==> config.mk <==
export PLATFORM = sky130hd
export DESIGN_NAME = dma_req_handler
export DESIGN_NICKNAME = d
export VERILOG_FILES = /design/src/rtl/dma_rh_pkg.sv /design/src/rtl/dma_rh_trig_queue.sv /design/src/rtl/dma_rh_counters.sv /design/src/rtl/dma_req_handler.sv
export SDC_FILE = /design/constraint.sdc
export NUM_CORES = 1
export LEC_CHECK = 0
export ABC_AREA = 1
export CORE_MARGIN = 10
export CORE_UTILIZATION = 45
export CTS_CLUSTER_DIAMETER = 40
export DETAILED_ROUTE_END_ITERATION = 8
export DONT_BUFFER_PORTS = 1
export RECOVER_POWER = 100
export SLEW_MARGIN = 20
export SYNTH_ARGS = -nofsm -noshare
export SYNTH_HDL_FRONTEND = slang
export SYNTH_SLANG_ARGS = --single-unit
==> constraint.sdc <==
create_clock -name clk -period 2.23 [get_ports clk]
set_clock_uncertainty 0.2 [all_clocks]
set_input_delay 0.5575 -clock clk [delete_from_list [all_inputs] [get_ports clk]]
set_output_delay 0.5575 -clock clk [all_outputs]
set_load 0.05 [all_outputs]
==> src/rtl/dma_rh_pkg.sv <==
// Shared types for the DMA channel request handler.
// Assumes nothing beyond the enums themselves.
package dma_rh_pkg;

    typedef enum logic [1:0] {
        ST_IDLE = 2'd0,
        ST_REQ  = 2'd1,
        ST_XFER = 2'd2
    } rh_state_t;

    typedef enum logic [1:0] {
        SRC_NONE   = 2'd0,
        SRC_SINGLE = 2'd1,
        SRC_BLOCK  = 2'd2,
        SRC_TRIG   = 2'd3
    } rh_src_t;

endpackage

==> src/rtl/dma_rh_trig_queue.sv <==
// Counts trigger events: one in service plus SLOTS-1 pending.
// An event that finds every slot full is dropped and sets a sticky flag.
// Assumes: consume is high for one clock when a trigger service finishes.
module dma_rh_trig_queue #(
    parameter int SLOTS = 2
) (
    input  logic clk,
    input  logic rst_n,
    input  logic trig_in,
    input  logic consume,
    input  logic lost_clr,
    output logic pending,
    output logic lost
);
    localparam int QW = $clog2(SLOTS + 1);
    localparam logic [QW-1:0] FULL = QW'(SLOTS);

    logic [QW-1:0] cnt;
    logic          drop;
    logic          take;

    // An event is taken if a slot is free or one is freed this cycle.
    always_comb begin
        drop = trig_in && (cnt == FULL) && !consume;
        take = trig_in && !drop;
    end

    // Occupancy count update.
    always_ff @(posedge clk) begin
        if (!rst_n)
            cnt <= '0;
        else
            cnt <= cnt + QW'(take) - QW'(consume);
    end

    // Sticky lost flag; a drop wins over a clear.
    always_ff @(posedge clk) begin
        if (!rst_n)
            lost <= 1'b0;
        else if (drop)
            lost <= 1'b1;
        else if (lost_clr)
            lost <= 1'b0;
    end

    assign pending = (cnt != '0);

endmodule

==> src/rtl/dma_rh_counters.sv <==
// Remaining-transfer and per-grant beat counters, plus the completion pulse.
// Assumes: beat is only high during a granted service, and a service never
// asks for more beats than remain.
module dma_rh_counters #(
    parameter int ARB_W = 4,
    parameter int CNT_W = 10
) (
    input  logic             clk,
    input  logic             rst_n,
    input  logic             load,
    input  logic [CNT_W-1:0] load_val,
    input  logic             start,
    input  logic [ARB_W-1:0] start_len,
    input  logic             beat,
    output logic [CNT_W-1:0] remaining,
    output logic             last_beat,
    output logic             done
);
    logic [ARB_W-1:0] beats_left;

    // Remaining beats of the whole transfer; a load wins over a beat.
    always_ff @(posedge clk) begin
        if (!rst_n)
            remaining <= '0;
        else if (load)
            remaining <= load_val;
        else if (beat)
            remaining <= remaining - 1'b1;
    end

    // Beats left in the current grant.
    always_ff @(posedge clk) begin
        if (!rst_n)
            beats_left <= '0;
        else if (start)
            beats_left <= start_len;
        else if (beat)
            beats_left <= beats_left - 1'b1;
    end

    // Completion pulse on the final beat of the transfer.
    always_ff @(posedge clk) begin
        if (!rst_n)
            done <= 1'b0;
        else
            done <= beat && (remaining == CNT_W'(1));
    end

    assign last_beat = (beats_left == ARB_W'(1));

endmodule

==> src/rtl/dma_req_handler.sv <==
// Request handler for one DMA channel. Selects among trigger, FIFO block and
// FIFO single requests, asks the arbiter for a grant of the right length, and
// tracks beats to completion.
// Assumes: CNT_W > ARB_W; xfer_load is used only while no service is active.
module dma_req_handler
    import dma_rh_pkg::*;
#(
    parameter int ARB_W = 4,
    parameter int CNT_W = 10
) (
    input  logic             clk,
    input  logic             rst_n,
    input  logic [ARB_W-1:0] cfg_arb_size,
    input  logic             cfg_burst_only,
    input  logic             xfer_load,
    input  logic [CNT_W-1:0] xfer_count,
    input  logic             fifo_single_req,
    input  logic             fifo_burst_req,
    input  logic             trig_pulse,
    input  logic             lost_clr,
    input  logic             arb_grant,
    input  logic             beat_done,
    output logic             arb_req,
    output logic [ARB_W-1:0] arb_len,
    output logic             done_pulse,
    output logic             trig_lost
);
    localparam int PADW = CNT_W - ARB_W;

    rh_state_t        state;
    rh_src_t          src_q;
    rh_src_t          sel;
    logic [ARB_W-1:0] len_q;
    logic [ARB_W-1:0] arb_eff;
    logic [ARB_W-1:0] blk_len;
    logic [CNT_W-1:0] remaining;
    logic             trig_pend;
    logic             last_beat;
    logic             beat;
    logic             finish;
    logic             consume;
    logic             start;

    // Pick the request source by priority: trigger, block, then single.
    always_comb begin
        if (trig_pend)
            sel = SRC_TRIG;
        else if (fifo_burst_req)
            sel = SRC_BLOCK;
        else if (fifo_single_req && !cfg_burst_only)
            sel = SRC_SINGLE;
        else
            sel = SRC_NONE;
    end

    // Block length: configured size (0 read as 1) capped by remaining beats.
    always_comb begin
        arb_eff = (cfg_arb_size == '0) ? ARB_W'(1) : cfg_arb_size;
        if (remaining < {{PADW{1'b0}}, arb_eff})
            blk_len = remaining[ARB_W-1:0];
        else
            blk_len = arb_eff;
    end

    // Service-phase strobes.
    always_comb begin
        beat    = (state == ST_XFER) && beat_done;
        finish  = beat && last_beat;
        consume = finish && (src_q == SRC_TRIG);
        start   = (state == ST_REQ) && arb_grant;
    end

    // Idle -> request -> transfer sequencing with source and length capture.
    always_ff @(posedge clk) begin
        if (!rst_n) begin
            state <= ST_IDLE;
            src_q <= SRC_NONE;
            len_q <= '0;
        end else begin
            case (state)
                ST_IDLE: begin
                    if ((remaining != '0) && (sel != SRC_NONE)) begin
                        state <= ST_REQ;
                        src_q <= sel;
                        len_q <= (sel == SRC_SINGLE) ? ARB_W'(1) : blk_len;
                    end
                end
                ST_REQ: begin
                    if (arb_grant)
                        state <= ST_XFER;
                end
                ST_XFER: begin
                    if (finish)
                        state <= ST_IDLE;
                end
                default: state <= ST_IDLE;
            endcase
        end
    end

    dma_rh_trig_queue #(
        .SLOTS(2)
    ) u_trig (
        .clk     (clk),
        .rst_n   (rst_n),
        .trig_in (trig_pulse),
        .consume (consume),
        .lost_clr(lost_clr),
        .pending (trig_pend),
        .lost    (trig_lost)
    );

    dma_rh_counters #(
        .ARB_W(ARB_W),
        .CNT_W(CNT_W)
    ) u_cnt (
        .clk      (clk),
        .rst_n    (rst_n),
        .load     (xfer_load),
        .load_val (xfer_count),
        .start    (start),
        .start_len(len_q),
        .beat     (beat),
        .remaining(remaining),
        .last_beat(last_beat),
        .done     (done_pulse)
    );

    assign arb_req = (state == ST_REQ);
    assign arb_len = len_q;

endmodule

=== After elaboration in Yosys (flattened, before gate mapping) ===
Cells that the tools add are included.

* Register bits after elaboration: 26

* Add/subtract/negate cells: 4
* Order comparisons: 1
* Equality and inequality tests: 10
* Mux-type cells: 16
* Reduce and logical (&&, ||, !) cells: 23

{| class="wikitable"
|+ Operators by type and width
! operator !! number
|-
| $mux 10 || 2
|-
| $mux 4 || 5
|-
| $eq 10x1->1 const B || 1
|-
| $logic_and 1x1->1 || 10
|-
| $lt 10x4->1 || 1
|-
| $mux 2 || 5
|-
| $reduce_bool 10->1 || 1
|-
| $reduce_bool 2->1 || 5
|-
| $sub 10x1->10 const B || 1
|-
| $eq 2x2->1 const B || 3
|-
| $ne 2x2->1 const B || 3
|-
| $pmux 2 s3 || 1
|-
| $eq 2x1->1 const B || 2
|-
| $eq 4x1->1 const B || 1
|-
| $logic_not 4->1 || 1
|-
| $sub 4x1->4 const B || 1
|-
| $logic_not 1->1 || 3
|-
| $mux 1 || 3
|-
| $reduce_and 3->1 || 1
|-
| $add 2x1->2 || 1
|-
| $logic_not 2->1 || 1
|-
| $reduce_and 2->1 || 1
|-
| $sub 2x1->2 || 1
|}

=== Depth between registers and ports, before layout ===
* Depth in word-level cells: 10
* Depth in mapped cells: 12

=== Hierarchy ===
A second synthesis with hierarchy kept.

* Cells, all modules: 252
* Area, all modules: 1671.6 um^2

{| class="wikitable"
|+ Modules (own cells, without submodules)
! module !! times used !! cells each !! area each (um^2) !! sequential area each (um^2)
|-
| dma_rh_counters || 1 || 135 || 928.4 || 300.3
|-
| dma_req_handler || 1 || 90 || 570.5 || 160.2
|-
| dma_rh_trig_queue || 1 || 27 || 172.7 || 60.1
|}

=== Worst setup path after synthesis ===
No wires, ideal clock.

* Kind: input port to flip-flop
* From: input port beat_done
* To: register u_trig.cnt[1]
* Setup time: 120 ps
* Arrival time: 1737 ps
* Data required time: 1910 ps
* Setup slack: 173 ps
* Stages: 10
* Buffers on the path: 0
* Cell sequence: nand3_1 -> nor2_1 -> nand3_1 -> inv_1 -> ha_1 -> inv_1 -> ha_1 -> xor2_1 -> o21ai_0 -> a21oi_1

* Cells in the longest elaborated chain, start to end: 9

{| class="wikitable"
|+ RTL lines
! element !! RTL line !! RTL
|-
| from (decl) || dma_req_handler.sv:22 || <nowiki>input logic beat_done,</nowiki>
|-
| $logic_and 1x1->1 * || dma_req_handler.sv:67 || <nowiki>beat = (state == ST_XFER) && beat_done;</nowiki>
|-
| $logic_and 1x1->1 * || dma_req_handler.sv:68 || <nowiki>finish = beat && last_beat;</nowiki>
|-
| $logic_and 1x1->1 * || dma_req_handler.sv:69 || <nowiki>consume = finish && (src_q == SRC_TRIG);</nowiki>
|-
| $logic_not 1->1 || dma_rh_trig_queue.sv:24 || <nowiki>drop = trig_in && (cnt == FULL) && !consume;</nowiki>
|-
| $logic_and 1x1->1 || dma_rh_trig_queue.sv:24 ||
|-
| $logic_not 1->1 || dma_rh_trig_queue.sv:25 || <nowiki>take = trig_in && !drop;</nowiki>
|-
| $logic_and 1x1->1 || dma_rh_trig_queue.sv:25 ||
|-
| $add 2x1->2 || dma_rh_trig_queue.sv:33 || <nowiki>cnt <= cnt + QW'(take) - QW'(consume);</nowiki>
|-
| $sub 2x1->2 * || dma_rh_trig_queue.sv:33 ||
|-
| to (signal assigned) || dma_rh_trig_queue.sv:33 ||
|-
| to (decl) || dma_rh_trig_queue.sv:18 || <nowiki>logic [QW-1:0] cnt;</nowiki>
|}

Every way passes the cells marked *; elsewhere a longest branch is shown, timed or not.
A chain may end at the register's enable or synchronous reset.

=== Worst setup path after layout ===
* From: register u_cnt.beats_left[1]
* To: register u_trig.cnt[1]

* Cells in the longest elaborated chain, start to end: 9

{| class="wikitable"
|+ RTL lines
! element !! RTL line !! RTL
|-
| from (decl) || dma_rh_counters.sv:19 || <nowiki>logic [ARB_W-1:0] beats_left;</nowiki>
|-
| from (signal assigned) || dma_rh_counters.sv:36 || <nowiki>beats_left <= start_len;</nowiki>
|-
| from (signal assigned) || dma_rh_counters.sv:38 || <nowiki>beats_left <= beats_left - 1'b1;</nowiki>
|-
| $eq 4x1->1 * || dma_rh_counters.sv:49 || <nowiki>assign last_beat = (beats_left == ARB_W'(1));</nowiki>
|-
| $logic_and 1x1->1 * || dma_req_handler.sv:68 ||
|-
| $logic_and 1x1->1 * || dma_req_handler.sv:69 ||
|-
| $logic_not 1->1 || dma_rh_trig_queue.sv:24 ||
|-
| $logic_and 1x1->1 || dma_rh_trig_queue.sv:24 ||
|-
| $logic_not 1->1 || dma_rh_trig_queue.sv:25 ||
|-
| $logic_and 1x1->1 || dma_rh_trig_queue.sv:25 ||
|-
| $add 2x1->2 || dma_rh_trig_queue.sv:33 ||
|-
| $sub 2x1->2 * || dma_rh_trig_queue.sv:33 ||
|}

Marked as above.

==> impl_metrics.json <==
{
  "grt_pass1_wl_um": 6350,
  "viasPerCell": 5.13,
  "ioPinCount": 31,
  "critPathKind": "reg -> reg",
  "grt_pass1_vias": 1433,
  "clock.fmax_ghz": 0.489,
  "end_kind": "flip-flop",
  "synth_seq_area_share_pct": 33.4,
  "synth_edf_count": 0,
  "worst_slew_pin_slew_ns": 0.588,
  "port-buffer-count": 0,
  "insertion_delay_ns": 0.34,
  "row_count": 21,
  "synthFlopType": "dfxtp_1",
  "gp_congestion": 0.776,
  "coreArea_mm2": 0.00334,
  "cts_setup_buffers": 0,
  "status": "finished clean",
  "drt_iter0_markers": 82,
  "final_nets": 260,
  "finalSetupViolations": 0,
  "num_antenna_cells": 0,
  "drive_gt1_share_pct": 11.1,
  "start_kind": "flip-flop",
  "area_delta_synth_final_pct": 7.14,
  "cp_data_required_time_ns": 2.27,
  "rsz0062_at_grt": "no",
  "post-route-drc-count": 0,
  "startpoint": "u_cnt.beats_left[1]",
  "start_util_pct": 46.7,
  "clock_path_buffers": 2,
  "relSlewSlack_pct": 60.8,
  "antenna_found_initial": 0,
  "holdCritStartpoint": "rst_n",
  "hpwl_um": 2910,
  "synth.ff_latch_count": 26,
  "gr-total-overflow": 0,
  "worst_hold_slack_ns": 0.107,
  "rr_startpoint": "u_cnt.beats_left[1]",
  "root_buffer": "clkbuf_4",
  "ant_nets": 0,
  "min_period_ns": 2.04,
  "synthCells": 222,
  "ctsHoldBuffers": 0,
  "power_density_mw_per_mm2": 713,
  "cts_tree": "yes",
  "synth_cell_types": 32,
  "grt_max_degree": 18,
  "num_vias": 1394,
  "p_leak_nw": 0.774,
  "drv_slew": 0,
  "maxCapViolCount": 0,
  "hp-class": "in -> reg",
  "clkTransAtPathRegs_ns": 0.16,
  "syn_area_per_cell_um2": 7.02,
  "die_area_mm2": 0.00622,
  "wl_um": 3610,
  "firstDrtPassIters": 4,
  "hold_viol": 0,
  "htreeDepth": 1,
  "fin_crit_sh_pct": 91.6,
  "arrival_ns": 2.09,
  "clkSinkCount": 26,
  "fp.dieH_um": 78.9,
  "synth_area_mm2": 0.00156,
  "critPathMaxFanout": 3,
  "synth_warnings": 0,
  "grt_usage_pct": 12.3,
  "syn_nets": 255,
  "tns_ns": 0,
  "die-width_um": 78.9,
  "synthArstFlopShare_pct": 0,
  "wire_per_inst_um": 13.3,
  "cts_buffers": 3,
  "vdd.ir_drop.worst_mv": 0.402
}
## registers in the layout, summed over array words and instances, names as in the netlist
name / cells
u_cnt.remaining: 10
arb_len: 4
u_cnt.beats_left: 4
src_q: 2
state: 2
u_trig.cnt: 2
u_cnt.done: 1
u_trig.lost: 1
## kinds of logic (layout without fill, tap and decap cells)
kind of cell	count (synthesis)	in the layout	synth area share (%)
adders and majority gates	9	9	7.22
and+or+nand+nor	104	104	33.1
xor gates and xnor gates	5	5	2.81
buffers and inverters	40	44	9.79
DFF	26	26	33.4
AOI/OAI and AO/OA	38	38	13.7
## metal layers
metal  track usage (%)  part of all wire (%)  wire length [um]
met5                 0                     0                 0
met2              20.1                    47              1680
met3              4.95                   7.7               278
met4              3.41                  0.64                23
met1              14.5                    45              1630
## worst max-delay path, stage by stage, from the launching register on
cell and delay, ns:
dfxtp_2 0.36, inv_1 0.07, ha_1 0.18, nand3_1 0.10, nor2_2 0.04, nand3_1 0.09, inv_1 0.05, ha_1 0.26
inv_1 0.04, ha_1 0.21, xor2_2 0.15, o21ai_0 0.15, a21oi_1 0.05
## per-stage QoR
step / power, mW / cells / setup slack (ns) / utilization (%) / instance area [um2]
floorplan: 0.812 / 222 / 0.173 / - / 1560
global placement: 0.860 / 268 / 0.236 / 48.7 / 1630
detailed placement: 0.869 / 268 / 0.157 / 48.7 / 1630
CTS: 1.21 / 272 / 0.157 / 50.3 / 1680
global route: 1.27 / 272 / 0.0197 / 50.1 / 1670
finish: 1.19 / 272 / 0.187 / 50.1 / 1670
## final timing paths
check        cells after the start       endpoint  slack, ns
min                              2  u_trig.cnt[0]       0.11
max reg2reg                     12  u_trig.cnt[1]       0.19
max                             12  u_trig.cnt[1]       0.19
min reg2reg                      2       src_q[0]       0.28
## area by class of cell
type	instances	area [um2]
fillers	362	1670
clock buffers	3	22.5
flip-flops and latches	26	522
repair buffers	3	16.3
clock inverters	1	30.0
multi-input cells	156	883
inverters	37	139
well taps	46	57.6
## synthesized netlist by cell type (2+ instances only)
cell type   n  area, um2
a21oi_1    15       75.1
a31oi_1     8       50.1
buf_2       2       10.0
dfxtp_1    26        521
ha_1        9        113
inv_1      32        120
inv_2       4       15.0
nand2_1    54        203
nand2_2     3       18.8
nand3_1    17       85.1
nand3_4     2       35.0
nand4_1     2       12.5
nor2_1     11       41.3
nor2_2      3       18.8
nor2_4      3       33.8
nor3_1      3       15.0
o21ai_0     8       40.0
o21ai_1     2       10.0
xor2_1      5       43.8
## where the power goes
part	total (mW)	switching, mW	internal, mW
sequential	0.586	0.0788	0.508
clock	0.340	0.158	0.182
combinational	0.265	0.167	0.0973
## layout by cell type, fill, tap and decap left out, types with 2 or more instances in the layout
master    count
o21ai_1       2
nand2_2       3
nand4_1       2
a21oi_1      15
nor2_1       12
nor2_2        2
nand2_1      54
xor2_1        4
nor3_1        3
clkbuf_4      3
nand3_1      17
o21ai_0       8
a31oi_1       8
nor2_4        3
inv_1        32
inv_2         4
ha_1          9
dfxtp_1      25
## timing repair
| action | in CTS | in global routing |
|---|---|---|
| setup endpoints to repair | 0 | 1 |
| hold endpoints to repair | 0 | 0 |
| resized for setup | 0 | 3 |
Note: power is estimated with default switching activity, not from simulation.
